### src/rtl/dacport_pkg.sv
package dacport_pkg;

    typedef enum logic [1:0] {
        ST_IDLE  = 2'd0,
        ST_SHIFT = 2'd1,
        ST_FULL  = 2'd2
    } rx_state_t;

endpackage

### src/rtl/dsp_sync.sv
module dsp_sync #(
    parameter int   W       = 1,
    parameter int   STAGES  = 2,
    parameter logic RST_VAL = 1'b1
) (
    input  logic         clk,
    input  logic         rst,
    input  logic [W-1:0] d_async,
    output logic [W-1:0] d_sync
);
    logic [W-1:0] stage_q [STAGES];

    always_ff @(posedge clk) begin
        if (rst) begin
            for (int s = 0; s < STAGES; s++) stage_q[s] <= {W{RST_VAL}};
        end else begin
            stage_q[0] <= d_async;
            for (int s = 1; s < STAGES; s++) stage_q[s] <= stage_q[s-1];
        end
    end

    assign d_sync = stage_q[STAGES-1];
endmodule

### src/rtl/dsp_chan.sv
module dsp_chan
    import dacport_pkg::*;
#(
    parameter int FRAME  = 16,
    parameter int CODE_W = 14
) (
    input  logic              clk,
    input  logic              rst,
    input  logic              fs_s,
    input  logic              sclk_s,
    input  logic              sd_s,
    input  logic              ld_s,
    output logic [CODE_W-1:0] code,
    output logic              upd
);
    localparam int CNT_W = $clog2(FRAME);
    localparam logic [CODE_W-1:0] MID_CODE = CODE_W'(1) << (CODE_W - 1);
    localparam logic [CNT_W-1:0]  LAST_BIT = CNT_W'(FRAME - 1);

    rx_state_t         state_q, state_d;
    logic              fs_p, sclk_p, ld_p;
    logic [CNT_W-1:0]  cnt_q;
    logic [FRAME-1:0]  shift_q;
    logic [FRAME-1:0]  word_full;
    logic [CODE_W-1:0] in_q, dac_q, new_code, src_code;
    logic              upd_q;
    logic              fs_fall, fs_rise, sclk_fall, ld_fall;
    logic              bit_take, word_done, xfer;

    // previous samples for edge detection
    always_ff @(posedge clk) begin
        if (rst) begin
            fs_p   <= 1'b1;
            sclk_p <= 1'b1;
            ld_p   <= 1'b1;
        end else begin
            fs_p   <= fs_s;
            sclk_p <= sclk_s;
            ld_p   <= ld_s;
        end
    end

    assign fs_fall   = fs_p & ~fs_s;
    assign fs_rise   = ~fs_p & fs_s;
    assign sclk_fall = sclk_p & ~sclk_s;
    assign ld_fall   = ld_p & ~ld_s;

    assign bit_take  = (state_q == ST_SHIFT) && sclk_fall && !fs_rise;
    assign word_done = bit_take && (cnt_q == LAST_BIT);
    assign word_full = {shift_q[FRAME-2:0], sd_s};
    assign new_code  = word_full[CODE_W-1:0];

    // next-state logic
    always_comb begin
        state_d = state_q;
        unique case (state_q)
            ST_IDLE:  if (fs_fall) state_d = ST_SHIFT;
            ST_SHIFT: begin
                if (fs_rise)        state_d = ST_IDLE;
                else if (word_done) state_d = ST_FULL;
            end
            ST_FULL:  if (fs_rise) state_d = ST_IDLE;
            default:  state_d = ST_IDLE;
        endcase
    end

    // state register with bit counter and shifter
    always_ff @(posedge clk) begin
        if (rst) begin
            state_q <= ST_IDLE;
            cnt_q   <= '0;
            shift_q <= '0;
        end else begin
            state_q <= state_d;
            if (state_q == ST_IDLE) begin
                cnt_q <= '0;
            end else if (bit_take) begin
                shift_q <= word_full;
                cnt_q   <= cnt_q + 1'b1;
            end
        end
    end

    // latch and output register
    assign xfer     = ld_fall || (word_done && !ld_s);
    assign src_code = word_done ? new_code : in_q;

    always_ff @(posedge clk) begin
        if (rst) begin
            in_q  <= MID_CODE;
            dac_q <= MID_CODE;
            upd_q <= 1'b0;
        end else begin
            if (word_done) in_q <= new_code;
            if (xfer)      dac_q <= src_code;
            upd_q <= xfer;
        end
    end

    assign code = dac_q;
    assign upd  = upd_q;


    auto_load_chk: assert property (@(posedge clk) disable iff (rst)
        (word_done && !ld_s) |=> (upd_q && dac_q == $past(new_code)));


    strobe_load_chk: assert property (@(posedge clk) disable iff (rst)
        (ld_fall && !word_done) |=> (upd_q && dac_q == $past(in_q)));


    abort_keep_chk: assert property (@(posedge clk) disable iff (rst)
        (state_q == ST_SHIFT && fs_rise) |=> ($stable(in_q) && state_q == ST_IDLE));


    extra_clk_chk: assert property (@(posedge clk) disable iff (rst)
        (state_q == ST_FULL && sclk_fall) |=> $stable(in_q));


    code_gated_chk: assert property (@(posedge clk) disable iff (rst)
        !$stable(dac_q) |-> upd_q);
endmodule

### src/rtl/dual_dac_port.sv
module dual_dac_port #(
    parameter int NCH    = 2,
    parameter int FRAME  = 16,
    parameter int CODE_W = 14
) (
    input  logic                  clk,
    input  logic                  rst,
    input  logic [NCH-1:0]        fs_n,
    input  logic [NCH-1:0]        sclk,
    input  logic [NCH-1:0]        sdat,
    input  logic [NCH-1:0]        ld_n,
    output logic [NCH*CODE_W-1:0] dac_code,
    output logic [NCH-1:0]        dac_upd
);
    localparam int PINS = 4;
    localparam int SW   = PINS * NCH;

    logic [SW-1:0] pins_raw, pins_s;

    assign pins_raw = {ld_n, sdat, sclk, fs_n};

    dsp_sync #(.W(SW), .STAGES(2), .RST_VAL(1'b1)) sync_i (
        .clk     (clk),
        .rst     (rst),
        .d_async (pins_raw),
        .d_sync  (pins_s)
    );

    for (genvar c = 0; c < NCH; c++) begin : g_ch
        dsp_chan #(.FRAME(FRAME), .CODE_W(CODE_W)) chan_i (
            .clk    (clk),
            .rst    (rst),
            .fs_s   (pins_s[c]),
            .sclk_s (pins_s[NCH + c]),
            .sd_s   (pins_s[2*NCH + c]),
            .ld_s   (pins_s[3*NCH + c]),
            .code   (dac_code[c*CODE_W +: CODE_W]),
            .upd    (dac_upd[c])
        );
    end
endmodule

### config.mk
export PLATFORM = sky130hd
export DESIGN_NAME = dual_dac_port
export DESIGN_NICKNAME = d
export VERILOG_FILES = /design/src/rtl/dacport_pkg.sv /design/src/rtl/dsp_sync.sv /design/src/rtl/dsp_chan.sv /design/src/rtl/dual_dac_port.sv
export SDC_FILE = /design/constraint.sdc
export NUM_CORES = 1
export LEC_CHECK = 0
export ABC_CLOCK_PERIOD_IN_PS = 2600
export BUFFER_PORTS_ARGS = -buffer_cell sky130_fd_sc_hd__buf_2
export CAP_MARGIN = 10
export CORE_ASPECT_RATIO = 0.7
export CORE_MARGIN = 3
export CORE_UTILIZATION = 40
export CTS_BUF_LIST = sky130_fd_sc_hd__clkbuf_2 sky130_fd_sc_hd__clkbuf_4 sky130_fd_sc_hd__clkbuf_8
export CTS_CLUSTER_SIZE = 30
export DETAILED_ROUTE_END_ITERATION = 12
export PLACE_DENSITY = 0.67
export SYNTH_ARGS = -nofsm -noshare
export SYNTH_HDL_FRONTEND = slang
export SYNTH_SLANG_ARGS = --single-unit
### constraint.sdc
create_clock -name clk -period 2.6 [get_ports clk]
set_input_delay 0.39 -clock clk [delete_from_list [all_inputs] [get_ports clk]]
set_output_delay 0.39 -clock clk [all_outputs]
set_load 0.03 [all_outputs]
=== Yosys cells after proc, flatten, opt, wreduce, memory -nomap -nowiden ===
Memories as Yosys holds them, arrays and structs flattened.
Cells that the tools add are included.

* Flip-flop bits (word level): 102
* Latch bits: 0
* RAM bits: 16
* ROM bits: 0
* Bits of input ports: 10
* Output and inout port bits: 30
* Logic and storage cells: 92
* Memories kept: 1

{| class="wikitable"
|+ Memories
! name !! depth !! bits a word !! read ports !! clocked after Yosys merged registers in !! write ports !! RTL line !! text
|-
| sync_i.stage_q || 2 || 8 || 2 || 0 || 2 || dsp_sync.sv:11 || <nowiki>logic [W-1:0] stage_q [STAGES];</nowiki>
|}

* $add $sub $neg: 2
* Multipliers: 0
* Divide/modulo/power cells: 0
* $lt $le $gt $ge: 0
* Equal/unequal tests: 12
* Shifts and indexed selects: 0
* Muxes and demuxes: 17
* Bitwise logic cells: 20
* Reductions and logical operators: 22

{| class="wikitable"
|+ Operator list
! cell !! count
|-
| 14-bit two-way mux || 2
|-
| 2-bit two-way mux || 8
|-
| 8-bit two-way mux || 2
|-
| 2-bit case mux with 3 select lines || 2
|-
| 1-bit inverter || 10
|-
| 4-bit by 1-bit adder with 4-bit output, second input constant || 2
|-
| 1-bit bitwise AND || 8
|-
| 4-bit equality test, second input constant || 2
|-
| 1-bit logical AND || 8
|-
| 2-bit by 1-bit != test with 1-bit output, second input constant || 4
|-
| 3-bit by 1-bit != test with 1-bit output, second input constant || 2
|-
| 3-bit AND reduction || 2
|-
| 2-bit by 1-bit equality test with 1-bit output, second input constant || 2
|-
| 2-bit equality test, second input constant || 2
|-
| 1-bit logical NOT || 4
|-
| 2-bit logical NOT || 2
|-
| 2-bit AND reduction || 2
|-
| 2-bit OR reduction || 2
|-
| 1-bit two-way mux || 3
|-
| 1-bit logical OR || 2
|-
| 1-bit bitwise OR || 2
|}

=== Logic depth before layout (Yosys ltp) ===
Gate-level depths: netlist (run 1).

* Depth in word-level cells: 8
* Mapped depth: 7
* Gate-level depth less buffers: 5

=== Cells and area by module ===
From an unflattened synthesis (run 1), not the netlist that was laid out.

* Cells, all modules: 523
* Area, all modules: 4,608.2 sq um

{| class="wikitable"
|+ By module, submodules not included
! module !! instances !! cells an instance !! area each (sq um) !! sequential area each (sq um)
|-
| dsp_chan || 2 || 241 || 2,058.2 || 1,021.0
|-
| dsp_sync || 1 || 41 || 491.7 || 320.3
|}

=== Worst setup path before layout (run 1) ===
OpenSTA, ideal clock, no wires.

* Path kind: register to register
* Start point: reg g_ch[1].chan_i.state_q[1]
* End point: reg g_ch[1].chan_i.dac_q[10]
* Library setup time: 123 ps
* Data arrival time: 1,677 ps
* Required time: 2,477 ps
* Slack: 800 ps
* Cell stages (with the launch flop): 6
* Path buffers: 1
* Period minus slack after synthesis: 1,800 ps
* Path through: dfxtp_1 -> or3b_4 -> nor3_4 -> a221oi_1 -> buf_2 -> a221o_2

* Longest elaborated chain between the ends: 6
* Elaborated cells on any way between the ends: 7
* Classes of those cells: eq/ne (1); mux (1); reduce/logical (5)

{| class="wikitable"
|+ Ends and longest elaborated chain
! what !! RTL line !! text
|-
| start: declaration || dsp_chan.sv:20 || <nowiki>rx_state_t state_q, state_d;</nowiki>
|-
| start signal: assignment || dsp_chan.sv:74 || <nowiki>state_q <= state_d;</nowiki>
|-
| 2-bit by 1-bit equality test with 1-bit output * || dsp_chan.sv:48 || <nowiki>assign bit_take = (state_q == ST_SHIFT) && sclk_fall && !fs_rise;</nowiki>
|-
| 1-bit logical AND * (2 in a row) || dsp_chan.sv:48 ||
|-
| 1-bit logical AND * || dsp_chan.sv:49 || <nowiki>assign word_done = bit_take && (cnt_q == LAST_BIT);</nowiki>
|-
| 1-bit logical AND || dsp_chan.sv:85 || <nowiki>assign xfer = ld_fall || (word_done && !ld_s);</nowiki>
|-
| 1-bit logical OR || dsp_chan.sv:85 ||
|-
| end signal: assignment || dsp_chan.sv:95 || <nowiki>if (xfer) dac_q <= src_code;</nowiki>
|-
| end: declaration || dsp_chan.sv:25 || <nowiki>logic [CODE_W-1:0] in_q, dac_q, new_code, src_code;</nowiki>
|}

Mark *: on every way between the ends. The rest lies on a longest branch, timed or not.
A chain may end at the register's enable or synchronous reset.

=== Worst setup path in the final report (run 1) ===
* Start point: reg g_ch[1].chan_i.state_q[1]
* End point: reg g_ch[1].chan_i.dac_q[4]

Same word-level chain as after synthesis.

==> run summary, run 1 <==
Via-per-instance ratio = 5.30
N_diodes = 0
Post-synth EDFFs = 0
Yosys cell types = 41
Post-synth ARST share = 0%
Tightest Pin Transition = 0.629 ns
Fmax = 508 MHz
Synth top area share = 51.3%
Post-cts resize count = 0
Largest family of logic cells by synthesized area = simple AND/OR/NAND/NOR gates
# fillers = 1053
RSZ-0062 raised after global routing = no
Cell Count, Final, Fillers Out = 722
Clock Pin Slew Worst Setup and Hold Paths = 0.07 ns
Post-Synth XOR/XNOR Area = 1.14%
Final nets = 568
Area growth syn-to-layout = 16.6%
Final GP Congestion = 0.827
Final Slew Violations = 0
GR Util All Layers = 17.0%
Hold/Removal Path Class = in -> reg
Synth Area in Compound Gates = 17.4%
Reg2Reg Depth = 4
Die height = 95.8 µm
Global route total overflow = 0
Setup Buffers After CTS = 0
Via count of the first global-routing pass = 3692
Synth Warn # = 0
Placement Rows = 32
CTS buffer count = 17
Min cycle time layout = 1.97 ns
TritonCTS clock tree = built
Initial antenna violation count = 0
Post-DP HPWL = 6680 µm
Outcome = complete, no violations
Synth Area in Adders = 0.543%
Die footprint = 12900 µm²
WHS Path Cells = 2
Critical Path End Type = flop
Largest net degree at the start of global routing = 41
VDD IR-drop max = 0.000321 V
Period Utilization, post-route = 75.7%
Mapped Nets = 536
Final Setup Violations = 0
Routed len/inst = 14.4 µm
Max-cap violations = 0
# DRC = 0
Top cells by area, synth = dfxtp_1 (51%), nand2_1 (9.2%), a21oi_1 (7.8%)
Most common library cells after synthesis = dfxtp_1 (118), nand2_1 (113), a21oi_1 (72)
Synth Instances = 524
Port bufs = 39
Initial core utilization = 41.4%
CP max FO = 18
Core box area = 11100 µm²
Yosys reg bits = 118
ANT nets after route = 0
Clk root buf = clkbuf_8
Top_reg_cell synth = dfxtp_1
Routed wire length = 10400 µm
Hold buffers post-CTS = 0
Worst setup skew after layout = 0.0125 ns
PwrDens = 708 nW/µm²
Req. time, crit path = 2.98 ns
First-pass GRT wire length = 17500 µm
Post-Synth Simple-Gate Area = 25.1%
Routed via count = 3826
DR iter-0 viols = 342
Die W = 134 µm
Longest Clk Path Bufs = 2
Dpl cells = 690
Syn Std Cell Area = 4600 µm²
CP arrival = 2.34 ns
Pleak = 0.00205 µW
TNS Setup = 0 ns
I/O Pins = 40
Syn Area/Cell = 8.79 µm²
Final hold vios = 0
Clock sinks = 118
Layout cells sized above 1 = 21.6%
Final Power = 3800 µW
Worst slew margin = 58.0%
Synth area leader = dfxtp_1
Seq/Total Area, Yosys = 51.3%
Depth of the CTS H-tree = 4
Worst skew pair latency = 0.44 ns
Startpoint types = flop
Drt pass-1 iters = 5
Most frequent cell after synthesis = dfxtp_1
Multiplexer share of the synthesized area = 0%
Kind of critical path = reg -> reg
==> path summary, 6_finish.rpt <==
path	from	to	slack (ns)
max	g_ch[1].chan_i.state_q[1]$_SDFFE_PP0P_	g_ch[1].chan_i.code[4]$_SDFFE_PP0P_	0.63
min	ld_n[0]	sync_i.stage_q[0][6]$_SDFF_PP1_	0.14
max reg2reg	g_ch[1].chan_i.state_q[1]$_SDFFE_PP0P_	g_ch[1].chan_i.code[4]$_SDFFE_PP0P_	0.63
min reg2reg	sync_i.stage_q[0][4]$_SDFF_PP1_	sync_i.stage_q[0][12]$_SDFF_PP1_	0.41
==> layer usage <==
metal / up-vias / track usage, % / wire length, µm
met1: 1814 / 22.6 / 5150
met3: 20 / 5.22 / 604
met5: - / 0 / 0
met4: 0 / 7.97 / 176
met2: 96 / 25.6 / 4490
li1: 1896 / - / -
==> cells by family (layout without fill, tap and decap cells) <==
| family | after synthesis | in the layout |
|---|---|---|
| AND/OR/NAND/NOR | 229 | 229 |
| flip-flops | 118 | 118 |
| XOR/XNOR | 6 | 6 |
| buffers and inverters | 46 | 91 |
| AO/OA/AOI/OAI | 123 | 123 |
| adder cells (fa/ha/maj) | 2 | 2 |
==> cells in the final DEF, fill, tap and decap left out, types with 4 or more instances in the layout <==
cell,n
a21oi_1,72
a221o_1,16
a221o_2,10
a31oi_1,15
and2_1,13
and3b_1,13
buf_2,39
buf_4,14
bufinv_16,4
clkbuf_8,19
dfxtp_1,118
inv_1,5
nand2_1,113
nand3_1,9
nor2_1,10
nor2b_1,4
nor3_1,29
or2_2,21
xnor2_1,4
==> final cells by class <==
type / count / area, µm² / area share (%)
well taps: 153 / 191 / 3.57
repair buffers: 53 / 300 / 5.59
clock buffers: 20 / 269 / 5.01
multi-input cells: 360 / 2050 / 38.1
inverters: 6 / 22.5 / 0.419
flip-flops and latches: 118 / 2360 / 44.0
clock inverters: 12 / 175 / 3.26
==> metrics by stage <==
| stage | hold slack (ns) | setup slack, ns | area (µm²) | util (%) |
|---|---|---|---|---|
| after floorplan | 0.389 | 0.800 | 4600 | - |
| after global placement | 0.394 | 0.706 | 4920 | 44.2 |
| after detailed placement | 0.394 | 0.658 | 4920 | 44.2 |
| after CTS | 0.107 | 0.645 | 5370 | 48.2 |
| after global routing | 0.117 | 0.562 | 5370 | 48.2 |
| final | 0.137 | 0.633 | 5370 | 48.2 |
==> critical path: stages, from the launching register on <==
cell and delay (ns):
dfxtp_1 0.35, or3b_4 0.45, or4_4 0.65, nor2_8 0.27, a221o_1 0.18
==> report_power, final <==
| part | total (µW) | internal [µW] | switching, µW |
|---|---|---|---|
| Combinational | 105 | 35.0 | 69.9 |
| Clock | 1850 | 1100 | 746 |
| Sequential | 1850 | 1830 | 19.2 |
==> flip-flops by register name (all words and copies together), names as in the netlist <==
register	count
g_ch.chan_i.sclk_p	2
g_ch.chan_i.code	28
sync_i.stage_q	16
g_ch.chan_i.state_q	4
g_ch.chan_i.ld_p	2
g_ch.chan_i.shift_q	26
g_ch.chan_i.upd	2
g_ch.chan_i.fs_p	2
g_ch.chan_i.cnt_q	8
g_ch.chan_i.in_q	28
(Power assumes the default switching activity.)
==> inputs of run 2 (changes only) <==
- ABC_CLOCK_PERIOD_IN_PS: 2600 -> 1720
- PLACE_DENSITY: 0.67 -> 0.69
- clock period: 2.6 -> 1.72 ns (I/O delays scaled with it)
==> run 2 against run 1 <==
Net effect:
- the run now ends with setup timing left
- power rose by 50%
- sequential share of layout area down 2.9 points
- clock-buffer cell count up 1
- hold slack got worse by 0.11 ns
- wire length grew 7.0%
- register-to-register slack got worse by 0.76 ns
- clock power rose by 46%
- highest routed layer unchanged
- largest cell class unchanged
- global-route usage grew 0.33 points
==> run summary, run 2 (synthesis results as in run 1) <==
Cell internal pwr = 4480 µW (was 2970 µW)
Final hold vios = 0 (unchanged)
First-pass GRT wire length = 17700 µm (was 17500 µm)
Kind of critical path = reg -> reg (unchanged)
Commonest non-fill, non-tap cell in the layout = dfxtp_1 (unchanged)
Max-cap violations = 0 (unchanged)
Tightest Pin Transition = 0.514 ns (was 0.629 ns)
RSZ-0062 raised after global routing = yes (was no)
Cells along the critical path = or3b_4 > or4_4 > clkbuf_16 > nand2_1 > a21oi_1 (was or3b_4 > or4_4 > nor2_8 > a221o_1)
Worst skew pair latency = 0.42 ns (was 0.44 ns)
Placement Rows = 32 (unchanged)
WHS = 0.0232 ns (was 0.137 ns)
N_diodes = 0 (unchanged)
CP max-delay cell = or4_4 (unchanged)
Gate power share = 3.6% (was 2.8%)
Worst slew margin = 65.3% (was 58.0%)
Via count of the first global-routing pass = 3671 (was 3692)
Global route total overflow = 0 (unchanged)
Area growth syn-to-layout = 25.0% (was 16.6%)
Dpl cells = 706 (was 690)
Failing checks = setup timing
Hold/Removal Path Class = in -> reg (unchanged)
GR Util All Layers = 17.4% (was 17.0%)
Longest Clk Path Bufs = 2 (unchanged)
Switching Share = 21.2% (was 22.0%)
Drt pass-1 iters = 5 (unchanged)
Final Setup Violations = 29 (was 0)
Clock Pin Slew Worst Setup and Hold Paths = 0.07 ns (about the same)
Final core utilization = 51.7% (was 48.2%)
Sequential power share = 48.9% (was 48.6%)
TritonCTS clock tree = built (unchanged)
Routed wire length = 11200 µm (was 10400 µm)
Initial core utilization = 41.4% (unchanged)
Die height = 95.8 µm (unchanged)
Commonest cells after routing, fill and taps aside = dfxtp_1 (114), nand2_1 (109), a21oi_1 (70) (was dfxtp_1 (118), nand2_1 (113), a21oi_1 (72))
CP max FO = 7 (was 18)
Startpoint types = flop (unchanged)
Port bufs = 39 (unchanged)
Req. time, crit path = 2.02 ns (was 2.98 ns)
Initial antenna violation count = 0 (unchanged)
VDD IR-drop max = 0.000536 V (was 0.000321 V)
Routed via count = 3936 (was 3826)
Clock power share = 47.5% (was 48.7%)
Routed len/inst = 14.9 µm (was 14.4 µm)
Largest net degree at the start of global routing = 41 (unchanged)
Worst stage delay on the critical path = 0.62 ns (was 0.65 ns)
Cell Count, Final, Fillers Out = 747 (was 722)
Outcome = complete, but fails checks (was complete, no violations)
Post-DP HPWL = 6790 µm (was 6680 µm)
CTS buffer count = 17 (unchanged)
DR iter-0 viols = 290 (was 342)
CP arrival = 2.15 ns (was 2.34 ns)
Final nets = 595 (was 568)
Period Utilization, post-route = 108% (was 75.7%)
Final Slew Violations = 0 (unchanged)
Die W = 134 µm (unchanged)
Min cycle time layout = 1.85 ns (was 1.97 ns)
Die footprint = 12900 µm² (unchanged)
I/O Pins = 40 (unchanged)
Layout cells sized above 1 = 26.8% (was 21.6%)
Clk root buf = clkbuf_8 (unchanged)
Depth of the CTS H-tree = 4 (unchanged)
PwrDens = 988 nW/µm² (was 708 nW/µm²)
Fmax = 540 MHz (was 508 MHz)
Core box area = 11100 µm² (unchanged)
Worst setup skew after layout = 0.0116 ns (was 0.0125 ns)
Pleak = 0.00221 µW (was 0.00205 µW)
Setup WS pre-CTS = -0.369 ns (was 0.658 ns)
# DRC = 0 (unchanged)
Final GP Congestion = 0.829 (was 0.827)
Worst setup margin = -0.131 ns (was 0.633 ns)
Critical Path End Type = flop (unchanged)
Psw = 1200 µW (was 835 µW)
Via-per-instance ratio = 5.27 (was 5.30)
ANT nets after route = 0 (unchanged)
Clock sinks = 118 (unchanged)
-- run 2: changes by cell type in the layout (fill, tap and decap cells not counted), moves of 4 or more --
cell / previous run / this run
nand2_1: 113 / 109
nand2_4: 0 / 4
dfxtp_1: 118 / 114
buf_4: 14 / 25
dfxtp_2: 0 / 4
dlygate4sd3_1: 0 / 5
buf_6: 0 / 5
-- run 2: power groups by stage --
stage	logic, µW	registers, µW	clock network (µW)
after floorplan	114	2840	0
after global placement	176	2840	0
after detailed placement	180	2840	0
after CTS	191	2780	2760
after global routing	224	2780	2880
final	206	2780	2700
-- run 2: worst paths after layout --
kind | startpoint | endpoint | slack, ns | cells past startpoint
hold / removal | sdat[0] | sync_i.stage_q[0][4]$_SDFF_PP1_ | 0.02 | 2
setup reg to reg | sync_i.stage_q[0][11]$_SDFF_PP1_ | g_ch[1].chan_i.in_q[8]$_SDFF_PP0_ | -0.13 | 5
setup / recovery | sync_i.stage_q[0][11]$_SDFF_PP1_ | g_ch[1].chan_i.in_q[8]$_SDFF_PP0_ | -0.13 | 5
hold reg to reg | sync_i.stage_q[0][2]$_SDFF_PP1_ | sync_i.stage_q[0][10]$_SDFF_PP1_ | 0.41 | 1
-- run 2: metal layers --
metal,up-vias,part of all wire (%),global-route usage (%)
li1,1950,-,-
met5,-,0,0
met3,9,5.5,6.48
met4,0,0.74,5.59
met2,106,46,26.5
met1,1871,48,23.0
-- run 2: per-stage QoR --
stage                     cell area, µm²  setup TNS, ns  total power (µW)
after floorplan                     4620         -0.480              2960
after global placement              5080          -3.17              3020
after detailed placement            5080          -5.94              3020
after CTS                           5570          -2.43              5720
after global routing                5760          -4.53              5890
final                               5760          -3.09              5690
-- run 2: critical path, delay by kind of cell (launching register included) --
kind                   cells  cell delay [ns]
flip-flops                 1             0.33
AO/OA/AOI/OAI              1             0.06
buffers and inverters      1             0.22
AND/OR/NAND/NOR            3             1.12
-- run 2: cell type report --
cell class / count / area [µm²]
tap: 153 / 191
fill: 1017 / 5380
inverter: 6 / 22.5
clock inverter: 9 / 153
multi-input combinational: 361 / 2170
timing repair buffer: 79 / 579
sequential: 118 / 2370
clock buffer: 21 / 270
-- run 2: what timing repair did --
action / 4_1_cts / 5_1_grt
buffers inserted: 0 / 3
hold endpoints to repair: 4 / 1
pin swaps: 9 / 13
setup endpoints to repair: 43 / 44
resized for setup: 4 / 23
hold buffers: 4 / 1
cloned: 1 / 2
==> inputs of run 3 (changes only) <==
- CELL_PAD_IN_SITES_DETAIL_PLACEMENT: default -> 0
- CELL_PAD_IN_SITES_GLOBAL_PLACEMENT: default -> 1
- PLACE_DENSITY: 0.69 -> 0.84
==> run 3 against run 2 <==
Net effect:
- the flow still finishes with violations (setup timing)
- sequential share of layout area is 0.39 points higher
- global-route usage about the same
- die area is the same
==> run summary, run 3 (synthesis results as in run 1) <==
Clock Pin Slew Worst Setup and Hold Paths = 0.07 ns (about the same)
Routed via count = 3939 (was 3936)
Worst setup skew after layout = 0.00997 ns (was 0.0116 ns)
Cell internal pwr = 4320 µW (was 4480 µW)
Psw = 1260 µW (was 1200 µW)
Via count of the first global-routing pass = 3567 (was 3671)
Worst stage delay on the critical path = 0.57 ns (was 0.62 ns)
Final nets = 598 (was 595)
N_diodes = 0 (unchanged)
Die W = 134 µm (unchanged)
Hold/Removal Path Class = in -> reg (unchanged)
Kind of critical path = reg -> reg (unchanged)
Initial antenna violation count = 0 (unchanged)
Crit path buf inv count = 0 (was 1)
Via-per-instance ratio = 5.24 (was 5.27)
Critical Path End Type = flop (unchanged)
Worst setup margin = -0.101 ns (was -0.131 ns)
Top cell family by delay on the critical path = simple AND/OR/NAND/NOR gates (unchanged)
Final Power = 5580 µW (was 5690 µW)
Failing checks = setup timing (unchanged)
Min cycle time layout = 1.82 ns (was 1.85 ns)
Cells along the critical path = or3b_4 > or4_4 > nor2_8 > a221o_2 (was or3b_4 > or4_4 > clkbuf_16 > nand2_1 > a21oi_1)
CP max-delay cell = or4_4 (unchanged)
Req. time, crit path = 2.10 ns (was 2.02 ns)
Die height = 95.8 µm (unchanged)
Die footprint = 12900 µm² (unchanged)
Longest Clk Path Bufs = 2 (unchanged)
Commonest non-fill, non-tap cell in the layout = dfxtp_1 (unchanged)
Layout cells sized above 1 = 25.5% (was 26.8%)
R2R Setup Slk = -0.10 ns (was -0.13 ns)
Beginning of the worst hold path = rst (was sdat[0])
Final Slew Violations = 0 (unchanged)
VDD IR-drop max = 0.000592 V (was 0.000536 V)
Setup WS pre-CTS = -0.298 ns (was -0.369 ns)
Reg2reg end = g_ch[1].chan_i.code[12]$_SDFFE_PP0P_ (was g_ch[1].chan_i.in_q[8]$_SDFF_PP0_)
Pleak = 0.00220 µW (was 0.00221 µW)
Worst slew margin = 53.0% (was 65.3%)
Port bufs = 39 (unchanged)
Worst r2r src = sync_i.stage_q[0][11]$_SDFF_PP1_ (unchanged)
ANT nets after route = 0 (unchanged)
GR Util All Layers = 17.4% (about the same)
Gate power share = 3.7% (was 3.6%)
Routed wire length = 11100 µm (was 11200 µm)
Placed Instance Area = 5110 µm² (was 5080 µm²)
I/O Pins = 40 (unchanged)
Switching Share = 22.6% (was 21.2%)
Clk root buf = clkbuf_8 (unchanged)
Area growth syn-to-layout = 23.7% (was 25.0%)
Post-Layout Inst Area = 5700 µm² (was 5760 µm²)
Hold endpoint = g_ch[0].chan_i.shift_q[12]$_SDFFE_PP0P_ (was sync_i.stage_q[0][4]$_SDFF_PP1_)
RSZ-0062 raised after global routing = yes (unchanged)
PwrDens = 979 nW/µm² (was 988 nW/µm²)
Period Utilization, post-route = 106% (was 108%)
Dpl cells = 710 (was 706)
# DRC = 0 (unchanged)
Setup Buffers After CTS = 0 (unchanged)
Max-cap violations = 0 (unchanged)
CP max FO = 13 (was 7)
Routed len/inst = 14.8 µm (was 14.9 µm)
Fmax = 549 MHz (was 540 MHz)
CP arrival = 2.20 ns (was 2.15 ns)
Placement Rows = 32 (unchanged)
Global route total overflow = 0 (unchanged)
Tightest Pin Transition = 0.705 ns (was 0.514 ns)
TritonCTS clock tree = built (unchanged)
Final core utilization = 51.2% (was 51.7%)
Depth of the CTS H-tree = 4 (unchanged)
Clock sinks = 118 (unchanged)
Worst skew pair latency = 0.43 ns (was 0.42 ns)
Largest net degree at the start of global routing = 54 (was 41)
Drt pass-1 iters = 5 (unchanged)
Clock power share = 46.5% (was 47.5%)
Sequential power share = 49.8% (was 48.9%)
Core box area = 11100 µm² (unchanged)
Reg2Reg Depth = 4 (was 5)
Final GP Congestion = 0.780 (was 0.829)
# fillers = 1064 (was 1017)
CTS buffer count = 17 (unchanged)
Commonest cells after routing, fill and taps aside = dfxtp_1 (116), nand2_1 (113), a21oi_1 (71) (was dfxtp_1 (114), nand2_1 (109), a21oi_1 (70))
First-pass GRT wire length = 17700 µm (about the same)
Cell Count, Final, Fillers Out = 752 (was 747)
Initial core utilization = 41.4% (unchanged)
Outcome = complete, but fails checks (unchanged)
WHS Path Cells = 2 (unchanged)
Final Setup Violations = 37 (was 29)
Post-DP HPWL = 7010 µm (was 6790 µm)
Final hold vios = 0 (unchanged)
DR iter-0 viols = 375 (was 290)
Startpoint types = flop (unchanged)
-- run 3: per-layer routing --
layer / routed length [µm] / up-vias / track usage (%)
met1: 5450 / 1859 / 24.9
met4: 68 / 0 / 5.93
li1: - / 1960 / -
met2: 4920 / 114 / 24.7
met5: 0 / - / 0
met3: 703 / 6 / 5.49
-- run 3: worst max path at each step --
stage,start,end,slack [ns],cells past startpoint
2_1_floorplan,sync_i.stage_q[0][11]$_SDFF_PP1_,g_ch[1].chan_i.code[0]$_SDFFE_PP0P_,-0.05,5
3_3_place_gp,g_ch[1].chan_i.cnt_q[0]$_SDFFE_PP0P_,g_ch[1].chan_i.code[2]$_SDFFE_PP0P_,-0.16,5
3_5_place_dp,g_ch[1].chan_i.cnt_q[0]$_SDFFE_PP0P_,g_ch[1].chan_i.code[7]$_SDFFE_PP0P_,-0.30,5
4_1_cts,sync_i.stage_q[0][11]$_SDFF_PP1_,g_ch[1].chan_i.code[6]$_SDFFE_PP0P_,-0.09,4
5_1_grt,sync_i.stage_q[0][11]$_SDFF_PP1_,g_ch[1].chan_i.code[2]$_SDFFE_PP0P_,-0.15,4
6_report,sync_i.stage_q[0][11]$_SDFF_PP1_,g_ch[1].chan_i.code[12]$_SDFFE_PP0P_,-0.10,4
-- run 3: stage by stage --
step | TNS (ns) | hold slack, ns
final | -2.11 | 0.171
after global routing | -4.39 | 0.163
after CTS | -1.70 | 0.147
after detailed placement | -4.72 | 0.392
after global placement | -2.67 | 0.393
after floorplan | -0.480 | 0.362
-- run 3: repair_timing --
item	in CTS	in global routing
hold buffers	8	0
resized for setup	3	13
hold endpoints to repair	8	0
endpoints found under the setup margin	43	47
pin swaps	0	3
gates cloned	0	2
-- run 3: final cells by class --
type / instances / area (µm²) / share of cell area (%)
tap: 153 / 191 / 3.36
clock inverter: 13 / 156 / 2.75
multi-input combinational: 360 / 2100 / 36.8
timing repair buffer: 83 / 607 / 10.7
clock buffer: 19 / 255 / 4.48
sequential: 118 / 2360 / 41.5
inverter: 6 / 22.5 / 0.395
-- run 3: worst register-to-register path, stage by stage, from the launching register on --
cell and delay [ns]:
dfxtp_2 0.32, or3b_4 0.44, or4_4 0.57, nor2_8 0.24, a221o_2 0.20
-- run 3: power by group through the flow --
stage | Sequential (µW) | Clock (µW) | Combinational (µW)
finish | 2780 | 2600 | 206
global route | 2780 | 2780 | 225
floorplan | 2840 | 0 | 114
global placement | 2840 | 0 | 184
detailed placement | 2840 | 0 | 187
CTS | 2780 | 2650 | 204
